### config.mk
export PLATFORM = sky130hd
export DESIGN_NAME = refsync_timebase
export DESIGN_NICKNAME = d
export VERILOG_FILES = /design/src/rtl/refsync_pkg.sv /design/src/rtl/refsync_edge.sv /design/src/rtl/refsync_counter.sv /design/src/rtl/refsync_ovf.sv /design/src/rtl/refsync_capture.sv /design/src/rtl/refsync_timebase.sv
export SDC_FILE = /design/constraint.sdc
export NUM_CORES = 1
export LEC_CHECK = 0
export BUFFER_PORTS_ARGS = -buffer_cell sky130_fd_sc_hd__buf_2
export CAP_MARGIN = 20
export CORE_MARGIN = 3
export CORE_UTILIZATION = 46
export CTS_CLUSTER_SIZE = 24
export DETAILED_ROUTE_END_ITERATION = 8
export PLACE_DENSITY_LB_ADDON = 0.12
export SLEW_MARGIN = 0
export SYNTH_ARGS = -nofsm -noshare
export SYNTH_HDL_FRONTEND = slang
export SYNTH_SLANG_ARGS = --single-unit
### constraint.sdc
create_clock -name clk_i -period 3.85 [get_ports clk_i]
set_clock_uncertainty 0.1 [all_clocks]
set_input_delay 0 -clock clk_i [delete_from_list [all_inputs] [get_ports clk_i]]
set_output_delay 0 -clock clk_i [all_outputs]
set_load 0.01 [all_outputs]
### src/rtl/refsync_pkg.sv
package refsync_pkg;
  localparam int unsigned TB_W = 16;

  typedef struct packed {
    logic clr;
    logic tick;
    logic freeze_en;
  } cnt_ctrl_t;
endpackage

### src/rtl/refsync_edge.sv
module refsync_edge (
  input  logic clk_i,
  input  logic rst_ni,
  input  logic lvl_i,
  output logic rise_o
);
  logic lvl_q;

  always_ff @(posedge clk_i or negedge rst_ni) begin
    if (!rst_ni) lvl_q <= 1'b0;
    else         lvl_q <= lvl_i;
  end

  assign rise_o = lvl_i & ~lvl_q;
endmodule

### src/rtl/refsync_counter.sv
module refsync_counter
  import refsync_pkg::*;
#(
  parameter int unsigned W = TB_W
) (
  input  logic         clk_i,
  input  logic         rst_ni,
  input  cnt_ctrl_t    ctrl_i,
  output logic [W-1:0] cnt_o,
  output logic         freeze_evt_o
);
  localparam logic [W-1:0] CNT_MAX = {W{1'b1}};

  logic [W-1:0] cnt_q;
  logic         frozen_q;
  logic         at_max;

  assign at_max       = (cnt_q == CNT_MAX);
  // first tick that would roll over while saturation is on
  assign freeze_evt_o = ~ctrl_i.clr & ctrl_i.tick & ctrl_i.freeze_en & at_max & ~frozen_q;

  always_ff @(posedge clk_i or negedge rst_ni) begin
    if (!rst_ni) begin
      cnt_q    <= '0;
      frozen_q <= 1'b0;
    end else if (ctrl_i.clr) begin
      cnt_q    <= '0;
      frozen_q <= 1'b0;
    end else if (freeze_evt_o) begin
      frozen_q <= 1'b1;
    end else if (ctrl_i.tick && !frozen_q) begin
      cnt_q <= cnt_q + 1'b1;
    end
  end

  assign cnt_o = cnt_q;

  a_r4_clear: assert property (@(posedge clk_i) disable iff (!rst_ni)
    ctrl_i.clr |=> (cnt_q == '0));
  a_r2_step: assert property (@(posedge clk_i) disable iff (!rst_ni)
    (ctrl_i.tick && !ctrl_i.clr && !frozen_q && !(ctrl_i.freeze_en && at_max))
      |=> (cnt_q == $past(cnt_q) + 1'b1));
  a_r6_hold: assert property (@(posedge clk_i) disable iff (!rst_ni)
    (frozen_q && !ctrl_i.clr) |=> (cnt_q == CNT_MAX));
endmodule

### src/rtl/refsync_ovf.sv
module refsync_ovf (
  input  logic clk_i,
  input  logic rst_ni,
  input  logic set_i,
  input  logic rd_i,
  input  logic irq_en_i,
  output logic ovf_o,
  output logic irq_o
);
  logic ovf_q;

  always_ff @(posedge clk_i or negedge rst_ni) begin
    if (!rst_ni)    ovf_q <= 1'b0;
    else if (set_i) ovf_q <= 1'b1; // a new event beats a concurrent read
    else if (rd_i)  ovf_q <= 1'b0;
  end

  assign ovf_o = ovf_q;
  assign irq_o = ovf_q & irq_en_i;

  a_r5_set: assert property (@(posedge clk_i) disable iff (!rst_ni)
    set_i |=> ovf_q);
  a_r8_rd_clear: assert property (@(posedge clk_i) disable iff (!rst_ni)
    (rd_i && !set_i) |=> !ovf_q);
endmodule

### src/rtl/refsync_capture.sv
module refsync_capture #(
  parameter int unsigned W = 16
) (
  input  logic         clk_i,
  input  logic         rst_ni,
  input  logic         evt_i,
  input  logic         tt_mode_i,
  input  logic [W-1:0] cnt_i,
  output logic [W-1:0] stamp_o,
  output logic [W-1:0] mbox_o
);
  logic [W-1:0] stamp_q;

  always_ff @(posedge clk_i or negedge rst_ni) begin
    if (!rst_ni)    stamp_q <= '0;
    else if (evt_i) stamp_q <= cnt_i;
  end

  assign stamp_o = stamp_q;
  assign mbox_o  = tt_mode_i ? '0 : stamp_q;

  a_r10_capture: assert property (@(posedge clk_i) disable iff (!rst_ni)
    evt_i |=> (stamp_q == $past(cnt_i)));
endmodule

### src/rtl/refsync_timebase.sv
module refsync_timebase
  import refsync_pkg::*;
#(
  parameter int unsigned W = TB_W
) (
  input  logic         clk_i,
  input  logic         rst_ni,
  input  logic         tick_i,
  input  logic         ref_rdy_i,
  input  logic         sw_clr_i,
  input  logic         freeze_en_i,
  input  logic         status_rd_i,
  input  logic         ovf_irq_en_i,
  input  logic         frame_evt_i,
  input  logic         tt_mode_i,
  output logic [W-1:0] count_o,
  output logic         ovf_o,
  output logic         irq_o,
  output logic [W-1:0] stamp_o,
  output logic [W-1:0] mbox_stamp_o
);
  logic      ref_rise;
  logic      freeze_evt;
  cnt_ctrl_t ctrl;

  refsync_edge i_edge (
    .clk_i  (clk_i),
    .rst_ni (rst_ni),
    .lvl_i  (ref_rdy_i),
    .rise_o (ref_rise)
  );

  assign ctrl.clr       = ref_rise | sw_clr_i;
  assign ctrl.tick      = tick_i;
  assign ctrl.freeze_en = freeze_en_i;

  refsync_counter #(.W(W)) i_cnt (
    .clk_i        (clk_i),
    .rst_ni       (rst_ni),
    .ctrl_i       (ctrl),
    .cnt_o        (count_o),
    .freeze_evt_o (freeze_evt)
  );

  refsync_ovf i_ovf (
    .clk_i    (clk_i),
    .rst_ni   (rst_ni),
    .set_i    (freeze_evt),
    .rd_i     (status_rd_i),
    .irq_en_i (ovf_irq_en_i),
    .ovf_o    (ovf_o),
    .irq_o    (irq_o)
  );

  refsync_capture #(.W(W)) i_cap (
    .clk_i     (clk_i),
    .rst_ni    (rst_ni),
    .evt_i     (frame_evt_i),
    .tt_mode_i (tt_mode_i),
    .cnt_i     (count_o),
    .stamp_o   (stamp_o),
    .mbox_o    (mbox_stamp_o)
  );

  a_r7_no_overflow: assert property (@(posedge clk_i) disable iff (!rst_ni)
    (!freeze_en_i && !ovf_o && !status_rd_i) |=> !ovf_o);
endmodule

==> results_dict.tcl <==
set metrics [dict create \
    status "completed" \
    gr-total-overflow 0 \
    max-vdd-ir-drop_mv 0.268 \
    drc 0 \
    area_growth_pct 27.6 \
    yosysTopAreaCellShare 0.502 \
    crit_end "i_cnt.cnt_o[15]$_DFFE_PN0P_" \
    coreArea_sq_mm 0.00349 \
    fmax_ghz 0.545 \
    dpl.hpwl_microns 2900 \
    cp_slowest_cell "dfrtp_1" \
    via_count 1478 \
    endpoint_kind "flip-flop" \
    die_w_microns 67.6 \
    max-cap-violations 0 \
    rr_endpoint "i_cnt.cnt_o[15]$_DFFE_PN0P_" \
    syn_nets 173 \
    rsz0062_at_grt "no" \
    cts_made_buffers 5 \
    synth-edff-count 0 \
    tns_ps 0 \
    clkTransAtPathRegs_ps 70 \
    port_buffers 59 \
    first_iter_violations 46 \
    fin_crit_sh 0.477 \
    grt_usage 0.186 \
    nets 236 \
    die_area_sq_mm 0.00457 \
    grt_pass1_vias 1309 \
    crit_chain "and4_1 > nand3_1 > a31oi_1 > a31oi_1 > a41o_2" \
    maxSlewHeadroom 0.491 \
    gp_congestion 0.798 \
    p_leak_nw 1.21 \
    initial_core_util 0.499 \
    n_antenna_cell 0 \
    syn_area_sq_mm 0.00174 \
    dr.pass1.iters 4 \
    yosys-top-cells-area "dfrtp_1 50%, mux2_2 10%, nor2b_1 6.1%, a21oi_1 2.6%, nand2_1 2.6%" \
    ys_seq_elements 35 \
    p_per_area_mw_per_mm2 362 \
    yosysMostFrequentCell "dfrtp_1" \
    post_drt_wl_per_cell_microns 14.5 \
    clockBufferDepth 2 \
    hold_path.class "input port to flip-flop" \
    critPathKind "flip-flop to flip-flop" \
    ys.warnings.count 0 \
    htree_levels 2 \
    cts.sinks 35 \
    fp.dieH_microns 67.6 \
    drive_gt1_frac 0.412 \
    yosysSeqAreaShare 0.502 \
    tightest_slew_ps 764 \
    ctsHoldBuffers 3 \
    cts_tree "done" \
    reg2reg_setup_slack_ps 2010 \
    synthDistinctLibCells 34 \
    hold_viol 0 \
    clockRootBuffer "clkbuf_8" \
    syn_area_per_cell_sq_um 10.8 \
    post_cts_buffers 0 \
    crit_arrival_ps 1910 \
    clock_latency_ps 290 \
    avgViaCountPerCell 5.43 \
    cp.required_ps 3920 \
    finalSetupViolCount 0 \
    period_minus_slack_ps 1840 \
    cp-startpoint "i_cnt.cnt_o[2]$_DFFE_PN0P_" \
    worstReg2RegStart "i_cnt.cnt_o[2]$_DFFE_PN0P_" \
    async_flop_share 1.00 \
    synth_top_area_cell "dfrtp_1" \
    wirelength_microns 3960 \
    cpPeakStageDelay_ps 470 \
    fill_cells 298 \
    rows 21 \
    ant_nets 0 \
    hold_slack_ps 43.3 \
    cp-start-kind "flip-flop" \
    critPathMaxFanout 8 \
    drv_slew 0 \
    synthTopCellsByCount "35 x dfrtp_1, 17 x nor2b_1, 16 x mux2_2, 12 x nand2_1, 11 x nor2_1" \
    antenna_found_initial 0 \
    synth_top_flop_cell "dfrtp_1" \
    synthCells 162 \
    post_cts_resized 0 \
    grt_first_pass_wirelength_microns 6250 \
    io_pins 60 \
    grt_max_degree 36 \
    crit_top_cell "a31oi_1" \
    worst-r2r-cell-count 5 \
]
[logic make-up (layout without fill, tap and decap cells)]
logic type,Yosys count,count (layout),synth area share
flops,35,35,0.502
simple gates,67,67,0.219
fa+ha+maj,1,1,0.00717
compound gates,30,30,0.117
mux,17,17,0.109
xor+xnor,4,4,0.0201
buf+inv,8,72,0.0258
[worst max-delay path: cells and delay by family, from the launching register on]
kind,cells,cell delay (ps)
AOI/OAI and AO/OA,3,720
DFF,1,470
and+or+nand+nor,2,430
[worst min path at each step]
stage,depth (start not counted),slack (ps),endpoint,start
2_1_floorplan,0,-400,i_cap.stamp_o[0]$_DFFE_PN0P_,rst_ni
3_5_place_dp,1,20,i_cap.stamp_o[8]$_DFFE_PN0P_,rst_ni
5_1_grt,4,70,i_cnt.cnt_o[13]$_DFFE_PN0P_,sw_clr_i
4_1_cts,4,30,i_cnt.cnt_o[13]$_DFFE_PN0P_,sw_clr_i
3_3_place_gp,1,-0.5,i_cap.stamp_o[7]$_DFFE_PN0P_,rst_ni
6_report,4,40,i_cnt.cnt_o[13]$_DFFE_PN0P_,sw_clr_i
[layer usage]
metal | up-vias | share of wire | GRT usage
li1 | 712 | - | -
met1 | 713 | 0.47 | 0.250
met2 | 48 | 0.45 | 0.283
met3 | 5 | 0.070 | 0.0499
met4 | 0 | 0.013 | 0.0734
met5 | - | 0 | 0
[state kept, by name (all words and copies together) (netlist names)]
register        flops
i_cap.stamp_o      16
i_cnt.cnt_o        16
i_edge.lvl_q        1
i_cnt.frozen_q      1
i_ovf.ovf_o         1
[report_power, final]
part / switching [mW] / internal [mW]
Combinational: 0.0266 / 0.0148
Sequential: 0.00299 / 0.371
Clock: 0.134 / 0.258
Total: 0.163 / 0.644
[per-stage QoR]
step                instance area [sq um]   util  std cells  power, mW  setup WS [ps]
detailed placement                   2060  0.589        261      0.421           2040
global placement                     2060  0.589        261      0.419           2100
floorplan                            1740      -        162      0.399           2020
global route                         2230  0.637        272      0.837           1890
CTS                                  2230  0.637        272      0.816           2020
finish                               2230  0.637        272      0.807           2010
[final cells by class]
cell class / count / area [sq um] / area share
multi-input cells: 119 / 823 / 0.370
well taps: 46 / 57.6 / 0.0259
flip-flops and latches: 35 / 876 / 0.393
clock inverters: 3 / 67.6 / 0.0304
repair buffers: 62 / 325 / 0.146
clock buffers: 5 / 68.8 / 0.0309
inverters: 2 / 7.51 / 0.00337
[placed cells by master (no fill, tap or decap), types with 5 or more instances in the layout]
cell type  instances
nor2_1            11
dfrtp_1           35
clkbuf_8           5
a21oi_1            9
nor2b_1           17
or3_1              5
o21ai_0            5
nand2_1           12
mux2_2            16
buf_2             59
No activity file was read; power rests on OpenSTA's default activity.
